===== src/rtl/vic_pkg.sv =====
package vic_pkg;

    typedef enum logic [1:0] {
        SVC_IDLE = 2'd0,
        SVC_TAKE = 2'd1,
        SVC_DROP = 2'd2
    } svc_e;

    function automatic logic [31:0] vec_to_addr(input logic [31:0] idx,
                                                input logic [31:0] spacing);
        return idx * spacing;
    endfunction

endpackage


===== src/rtl/vic_src_bank.sv =====
module vic_src_bank #(
    parameter int N_SRC = 8
) (
    input  logic             clk,
    input  logic             rst,
    input  logic [N_SRC-1:0] raise_i,
    input  logic             en_we_i,
    input  logic [N_SRC-1:0] en_wdata_i,
    input  logic             clr_we_i,
    input  logic [N_SRC-1:0] clr_wdata_i,
    input  logic [N_SRC-1:0] take_mask_i,
    input  logic [N_SRC-1:0] drop_mask_i,
    output logic [N_SRC-1:0] flags_o,
    output logic [N_SRC-1:0] pend_o,
    output logic [N_SRC-1:0] en_o,
    output logic             wake_o
);
    localparam logic [N_SRC-1:0] SRC_OK = ~N_SRC'(1);

    logic [N_SRC-1:0] flags_q, pend_q, en_q;
    logic [N_SRC-1:0] raise_v, clr_m, pend_kept, new_pend;

    always_comb begin
        raise_v   = raise_i & SRC_OK;
        clr_m     = clr_we_i ? clr_wdata_i : '0;
        pend_kept = pend_q & ~clr_m & ~take_mask_i & ~drop_mask_i;
        new_pend  = raise_v & en_q & ~pend_kept;
    end

    always_ff @(posedge clk) begin
        if (rst) begin
            flags_q <= '0;
            pend_q  <= '0;
            en_q    <= '0;
        end else begin
            flags_q <= (flags_q & ~clr_m & ~take_mask_i) | raise_v;
            pend_q  <= pend_kept | new_pend;
            if (en_we_i)
                en_q <= en_wdata_i & SRC_OK;
        end
    end

    assign flags_o = flags_q;
    assign pend_o  = pend_q;
    assign en_o    = en_q;
    assign wake_o  = |new_pend;

    assert_src0_idle_R10: assert property (@(posedge clk) disable iff (rst)
        !flags_q[0] && !pend_q[0] && !en_q[0]);

    assert_wake_sets_pend_R9: assert property (@(posedge clk) disable iff (rst)
        wake_o |=> |pend_q);

endmodule


===== src/rtl/vic_pick.sv =====
module vic_pick #(
    parameter int N_SRC = 8,
    localparam int IDX_W = $clog2(N_SRC)
) (
    input  logic [N_SRC-1:0] pend_i,
    output logic [IDX_W-1:0] sel_o,
    output logic             any_o
);
    always_comb begin
        sel_o = '0;
        for (int i = N_SRC - 1; i >= 1; i--) begin
            if (pend_i[i])
                sel_o = IDX_W'(i);
        end
        any_o = |pend_i;
    end
endmodule


===== src/rtl/vic_seq.sv =====
module vic_seq
    import vic_pkg::*;
#(
    parameter int LATENCY = 2
) (
    input  logic clk,
    input  logic rst,
    input  logic gie_set_i,
    input  logic gie_clr_i,
    input  logic any_pend_i,
    input  logic sel_en_i,
    output logic gie_o,
    output svc_e svc_o
);
    localparam int LAT_W = (LATENCY > 0) ? $clog2(LATENCY + 1) : 1;
    localparam logic [LAT_W-1:0] LAT_LOAD = LAT_W'(LATENCY);

    logic [LAT_W-1:0] lat_q;
    logic gie_q, elig, fire;

    assign elig = gie_q && any_pend_i;
    assign fire = elig && (lat_q == '0);

    always_comb begin
        if (!fire)         svc_o = SVC_IDLE;
        else if (sel_en_i) svc_o = SVC_TAKE;
        else               svc_o = SVC_DROP;
    end

    always_ff @(posedge clk) begin
        if (rst) begin
            lat_q <= LAT_LOAD;
            gie_q <= 1'b0;
        end else begin
            if (!elig || fire)
                lat_q <= LAT_LOAD;
            else
                lat_q <= lat_q - 1'b1;
            if (svc_o == SVC_TAKE || gie_clr_i)
                gie_q <= 1'b0;
            else if (gie_set_i)
                gie_q <= 1'b1;
        end
    end

    assign gie_o = gie_q;

    assert_gated_R4: assert property (@(posedge clk) disable iff (rst)
        (svc_o != SVC_IDLE) |-> gie_q);

    assert_take_clears_gie_R7: assert property (@(posedge clk) disable iff (rst)
        (svc_o == SVC_TAKE) |=> !gie_q);

    generate
        if (LATENCY >= 2) begin : g_lat_chk
            assert_wait_R5: assert property (@(posedge clk) disable iff (rst)
                (svc_o != SVC_IDLE) |-> ($past(elig) && $past(elig, 2)));
        end
    endgenerate

endmodule


===== src/rtl/vec_irq_ctrl.sv =====
module vec_irq_ctrl
    import vic_pkg::*;
#(
    parameter int N_SRC    = 8,
    parameter int VEC_SIZE = 4,
    parameter int PC_W     = 16,
    parameter int LATENCY  = 2,
    localparam int IDX_W   = $clog2(N_SRC)
) (
    input  logic             clk,
    input  logic             rst,
    input  logic [N_SRC-1:0] raise_i,
    input  logic             en_we_i,
    input  logic [N_SRC-1:0] en_wdata_i,
    input  logic             clr_we_i,
    input  logic [N_SRC-1:0] clr_wdata_i,
    input  logic             gie_set_i,
    input  logic             gie_clr_i,
    input  logic [PC_W-1:0]  pc_i,
    output logic [N_SRC-1:0] flags_o,
    output logic [N_SRC-1:0] pend_o,
    output logic [N_SRC-1:0] en_o,
    output logic             gie_o,
    output logic             wake_o,
    output logic             take_o,
    output logic [IDX_W-1:0] vec_o,
    output logic [PC_W-1:0]  jump_o,
    output logic             push_o,
    output logic [PC_W-1:0]  push_pc_o
);
    logic [N_SRC-1:0] take_mask, drop_mask, sel_bit;
    logic [IDX_W-1:0] sel;
    logic             any_pend;
    svc_e             svc;

    vic_src_bank #(.N_SRC(N_SRC)) u_bank (
        .clk(clk), .rst(rst), .raise_i(raise_i),
        .en_we_i(en_we_i), .en_wdata_i(en_wdata_i),
        .clr_we_i(clr_we_i), .clr_wdata_i(clr_wdata_i),
        .take_mask_i(take_mask), .drop_mask_i(drop_mask),
        .flags_o(flags_o), .pend_o(pend_o), .en_o(en_o), .wake_o(wake_o)
    );

    vic_pick #(.N_SRC(N_SRC)) u_pick (
        .pend_i(pend_o), .sel_o(sel), .any_o(any_pend)
    );

    vic_seq #(.LATENCY(LATENCY)) u_seq (
        .clk(clk), .rst(rst), .gie_set_i(gie_set_i), .gie_clr_i(gie_clr_i),
        .any_pend_i(any_pend), .sel_en_i(en_o[sel]),
        .gie_o(gie_o), .svc_o(svc)
    );

    always_comb begin
        sel_bit   = N_SRC'(1) << sel;
        take_mask = (svc == SVC_TAKE) ? sel_bit : '0;
        drop_mask = (svc == SVC_DROP) ? sel_bit : '0;
    end

    assign take_o    = (svc == SVC_TAKE);
    assign vec_o     = sel;
    assign jump_o    = PC_W'(vec_to_addr(32'(sel), 32'(VEC_SIZE)));
    assign push_o    = take_o;
    assign push_pc_o = pc_i;

    assert_lowest_first_R3: assert property (@(posedge clk) disable iff (rst)
        take_o |-> ((pend_o & ((N_SRC'(1) << vec_o) - N_SRC'(1))) == '0));

    assert_taken_is_live_R6: assert property (@(posedge clk) disable iff (rst)
        take_o |-> (pend_o[vec_o] && en_o[vec_o]));

endmodule


===== config.mk =====
export PLATFORM = sky130hd
export DESIGN_NAME = vec_irq_ctrl
export DESIGN_NICKNAME = d
export VERILOG_FILES = /design/src/rtl/vic_pkg.sv /design/src/rtl/vic_src_bank.sv /design/src/rtl/vic_pick.sv /design/src/rtl/vic_seq.sv /design/src/rtl/vec_irq_ctrl.sv
export SDC_FILE = /design/constraint.sdc
export NUM_CORES = 1
export LEC_CHECK = 0
export BUFFER_PORTS_ARGS = -buffer_cell sky130_fd_sc_hd__buf_2
export CAP_MARGIN = 10
export CORE_MARGIN = 5
export CORE_UTILIZATION = 25
export DETAILED_ROUTE_END_ITERATION = 8
export HOLD_SLACK_MARGIN = 0.08
export MAX_ROUTING_LAYER = met4
export SETUP_SLACK_MARGIN = 0.5
export SLEW_MARGIN = 20
export SYNTH_ARGS = -nofsm -noshare
export SYNTH_HDL_FRONTEND = slang
export SYNTH_SLANG_ARGS = --single-unit
export TNS_END_PERCENT = 20

===== constraint.sdc =====
create_clock -name clk -period 2.2 [get_ports clk]
set_input_delay 0.22 -clock clk [delete_from_list [all_inputs] [get_ports clk]]
set_output_delay 0.22 -clock clk [all_outputs]
set_load 0.03 [all_outputs]

# Word level (Yosys, flattened, before mapping)
# Index checks and enable logic that the tools add are counted.
[op_classes]
n_addsub = 1
order_cmp = 1
eq_ne = 2
shift = 1
n_mux = 14
n_bitwise = 13
reduce_logical = 10
[op_table]
columns = ["cell", "n"]
rows = [
  ["$and A8 B8 Y8", 7],
  ["$not A8 Y8", 4],
  ["$mux W8", 3],
  ["$mux W3", 7],
  ["$or A8 B8 Y8", 2],
  ["$reduce_or A8 Y1", 2],
  ["$shl A1 B3 Y8 const A", 1],
  ["$lt A3 B4 Y1 const B", 1],
  ["$mux W2", 2],
  ["$reduce_or A2 Y1", 2],
  ["$bmux W1 S3", 1],
  ["$eq A2 B1 Y1 const B", 1],
  ["$eq A2 B2 Y1 const B", 1],
  ["$logic_and A1 B1 Y1", 2],
  ["$logic_not A2 Y1", 1],
  ["$logic_or A1 B1 Y1", 2],
  ["$sub A2 B1 Y2 const B", 1],
  ["$logic_not A1 Y1", 1],
  ["$mux W1", 1],
]
[word_totals]
ff_bits = 26
in_bits = 46
word_cells = 47

# Depth between registers and ports, before layout
[logic_depth]
ltp_word = 19
depth_mapped = 7

# Hierarchy
# From an unflattened synthesis, not the netlist that was laid out.
[unflattened]
cells_unflattened = 187
area_unflattened_um2 = 1565.3
[modules_own_cells]
columns = ["module", "instances", "cells_per_inst", "area_each_um2"]
rows = [
  ["vic_src_bank", 1, 97, 897.1],
  ["vec_irq_ctrl", 1, 63, 442.9],
  ["vic_seq", 1, 14, 145.1],
  ["vic_pick", 1, 13, 80.1],
]

# Worst setup path before layout
# Ideal clock, no wire load.
[synth_path]
kind = "register to output"
startpoint = "register u_bank.pend_q[3] (netlist: u_bank.pend_o[3])"
endpoint = "output port take_o"
t_arrival_ns = 2.208
required_time_ns = 1.980
slack_ns = -0.228
stages_incl_launch_ff = 6
cell_sequence = "dfxtp_1 or3_4 nor2_1 o221ai_2 and2_1 buf_4"
[synth_via]
elab_chain_cells = 8
[synth_rtl]
columns = ["element", "line", "rtl"]
rows = [
  ["start, declared", "vic_src_bank.sv:20", "logic [N_SRC-1:0] flags_q, pend_q, en_q;"],
  ["start signal, assigned", "vic_src_bank.sv:37", "pend_q <= pend_kept | new_pend;"],
  ["$mux W3 (3 in series)", "vic_pick.sv:12", "if (pend_i[i])"],
  ["via jump_o[4]", "vec_irq_ctrl.sv:27", "output logic [PC_W-1:0] jump_o,"],
  ["$bmux W1 S3", "vec_irq_ctrl.sv:50", ".any_pend_i(any_pend), .sel_en_i(en_o[sel]),"],
  ["$mux W1 (not written as such)", "vec_irq_ctrl.sv:50", ""],
  ["$mux W2", "vic_seq.sv:26", "else if (sel_en_i) svc_o = SVC_TAKE;"],
  ["$mux W2", "vic_seq.sv:25", "if (!fire) svc_o = SVC_IDLE;"],
  ["$eq A2 B1 Y1", "vec_irq_ctrl.sv:60", "assign take_o = (svc == SVC_TAKE);"],
  ["end, declared", "vec_irq_ctrl.sv:25", "output logic take_o,"],
]
# The timed path passes the listed nets, and every way through them passes these cells. The select of a mux whose other input is x is not followed.

# Worst setup path in the final report
[layout_path]
startpoint = "register u_bank.pend_q[5] (netlist: u_bank.pend_o[5])"
endpoint = "output port take_o"
[layout_via]
elab_chain_cells = 10
[layout_rtl]
columns = ["element", "line"]
rows = [
  ["$mux W3 (5 in series)", "vic_pick.sv:12"],
  ["$bmux W1 S3", "vec_irq_ctrl.sv:50"],
  ["$mux W1 (not written as such)", "vec_irq_ctrl.sv:50"],
  ["$mux W2", "vic_seq.sv:26"],
  ["$mux W2 (*)", "vic_seq.sv:25"],
  ["$eq A2 B1 Y1 (*)", "vec_irq_ctrl.sv:60"],
]
# Mark *: on every way between the ends. The rest lies on a longest branch, timed or not. The select of a mux whose other input is x is not followed.

==> flow_summary.ini <==
[status]
status = finished clean

[setup_path]
rr_endpoint = u_seq.gie_o
path_class = reg2out
cp_max_fo = 6
cp-start-kind = flop
end_kind = output pin
reg2reg_depth = 6
timing.rr.start = u_bank.pend_o[6]
r2r_slack_ns = 0.30
critPathArrivalTime_ns = 1.92
cp.required_ns = 1.98

[die]
io_pins = 109
die_x_um = 88.2
start_util_pct = 25.8
die-area_um2 = 7790
rows = 28
die_h_um = 88.2
core_um2 = 5920

[pwr]
p_leak_uw = 0.000882
vdd_ir_drop_max_uv = 282
power.density_nw_per_um2 = 595

[final_layout]
area_delta_synth_final_pct = 27.3
final_area_um2 = 1950
instances_no_fill = 306
post-route-util_pct = 32.9
drive_gt1_share_pct = 43.7
fillers = 612
multiInputGateArea_um2 = 830
layout.area.seq_um2 = 539
antenna-diode-count = 0
nNetsFinal = 279

[clock_tree]
clkTransAtPathRegs_ns = 0.10
cts_tree = yes
cts_sinks = 26
cts_max_level = 1
clk_latency_ns = 0.28
ctsRootBufferMaster = clkbuf_8
cts_buffers = 3
clock_path_buffers = 2

[sta]
setup_viol = 0
fin_skew_ns = 0.0106
period_needed_ns = 2.14
slew_violations = 0
timing.fmax_mhz = 468
rsz0062_at_grt = true
hold_viol_final = 0
holdWs_ns = 0.0907
fin_setup_tns_ns = 0
timing.final.crit_share_pct = 97.2

[logic_synthesis]
synth_area_um2 = 1530
synthTopCellsByArea = dfxtp_1 (34%), buf_4 (17%), mux2i_1 (6.5%)
synth_ff_type = dfxtp_1
synthArstFlopShare_pct = 0
ys_ff_latch = 26
synth_enable_flop_cells = 0
synth_cell_types = 41
ys_seq_area_share_pct = 34.0
synth_commonest_cells = buf_4 (34), dfxtp_1 (26), nand2_1 (18), a21oi_1 (17), nor2_1 (16)
yosysMostFrequentCell = buf_4
netlist_instances = 181
syn_avg_cell_area_um2 = 8.45
synth_top_area_share_pct = 34.0
synth_area_leader_cell = dfxtp_1
ys.warnings.count = 0

[global_routing]
antenna_found_initial = 0
grt_pass1_vias = 1486
track_usage_pct = 12.1
grt_max_degree = 25
grt_first_pass_wirelength_um = 7180
grt_remaining_overflow = 0

[route]
viasPerCell = 4.68
drc = 0
antenna_left = 0
dr_total_vias = 1431
wire_per_inst_um = 14.7
drtPass1Iterations = 4
routed_wl_um = 4500
drtIter0Drc = 96

[placement]
place_hpwl_um = 3530
place_area_um2 = 1760
dpl.cell_count = 294
gp_congestion = 0.846
port_buffers = 60

[min_path]
hold-path-cell-count = 2
worstHoldPathType = in2reg
min-delay-start = gie_clr_i
hold_end = u_seq.gie_o

[flow_run]
maxCapViolations = 0
where the power goes:
group | total (uW) | internal [uW] | switching, uW
combinational | 350 | 118 | 231
clock | 290 | 126 | 164
sequential | 519 | 492 | 27.0
worst max-delay path, stage by stage, from the launching register on:
cell and delay (ns):
dfxtp_4 0.38, o31ai_4 0.39, or3b_1 0.40, o22ai_2 0.16, and2_4 0.18, buf_6 0.13
metal layers:
layer | part of all wire (%) | wire length (um) | vias up | track usage, %
li1 | - | - | 705 | -
met2 | 48 | 2150 | 51 | 20.5
met5 | 0 | 0 | - | -
met4 | 2.2 | 98 | 0 | 4.53
met3 | 6.6 | 298 | 9 | 2.23
met1 | 43 | 1950 | 666 | 14.1
stage by stage:
step	power, uW	worst slack [ns]
after floorplan	836	0.200
after CTS	1160	0.0632
after detailed placement	861	0.180
after global routing	1210	-0.00729
after global placement	858	0.210
final	1160	0.0615
layout by cell type, fill, tap and decap left out, types with 2 or more instances in the layout:
master and count:
nand4_1 2, dfxtp_2 3, a211oi_1 3, a31oi_1 4
nor2b_1 2, nand3_1 6, inv_1 4, dfxtp_4 4
dfxtp_1 19, o211ai_1 2, buf_2 55, nor3_1 2
a311oi_1 2, buf_4 14, a21oi_1 17, nor2_4 3
mux2i_1 10, nor2_1 13, nor2_2 2, clkbuf_8 3
nand2_1 17, conb_1 14, buf_6 4
layout make-up:
class / instances / area share [%]
multi-input cells: 124 / 42.6
clock inverters: 1 / 0.193
flip-flops and latches: 26 / 27.7
inverters: 4 / 0.771
well taps: 75 / 4.82
repair buffers: 73 / 21.8
clock buffers: 3 / 2.12
cells by family (layout without fill, tap and decap cells):
kind of cell,after synthesis,count (layout),synth area share (%)
AO/OA/AOI/OAI,42,42,20.9
adder cells (fa/ha/maj),1,1,0.818
buffers and inverters,44,81,19.2
flip-flops,26,26,34.0
multiplexers,10,10,6.54
other,1,14,0.245
AND/OR/NAND/NOR,57,57,18.2
how the worst max path moves through the flow:
stage | startpoint | to | slack [ns] | cells past startpoint
3_5_place_dp | u_seq.lat_q[0] | wake_o | 0.18 | 8
3_3_place_gp | u_seq.lat_q[0] | wake_o | 0.21 | 8
6_report | u_bank.pend_o[5] | take_o | 0.06 | 5
4_1_cts | u_bank.pend_o[5] | take_o | 0.06 | 5
5_1_grt | u_bank.pend_o[7] | take_o | -0.007 | 6
2_1_floorplan | u_bank.pend_o[6] | take_o | 0.20 | 6
timing repair:
item	CTS	global route
hold buffers	0	0
setup endpoints to repair	11	13
pin swaps	4	6
buffers inserted	7	1
cloned	0	0
resized for setup	14	9
state kept, by name, summed over array words and instances, names as in the netlist:
signal,cells
u_seq.gie_o,1
u_seq.lat_q,2
u_bank.flags_o,8
u_bank.en_o,7
u_bank.pend_o,8
(Power assumes the default switching activity.)
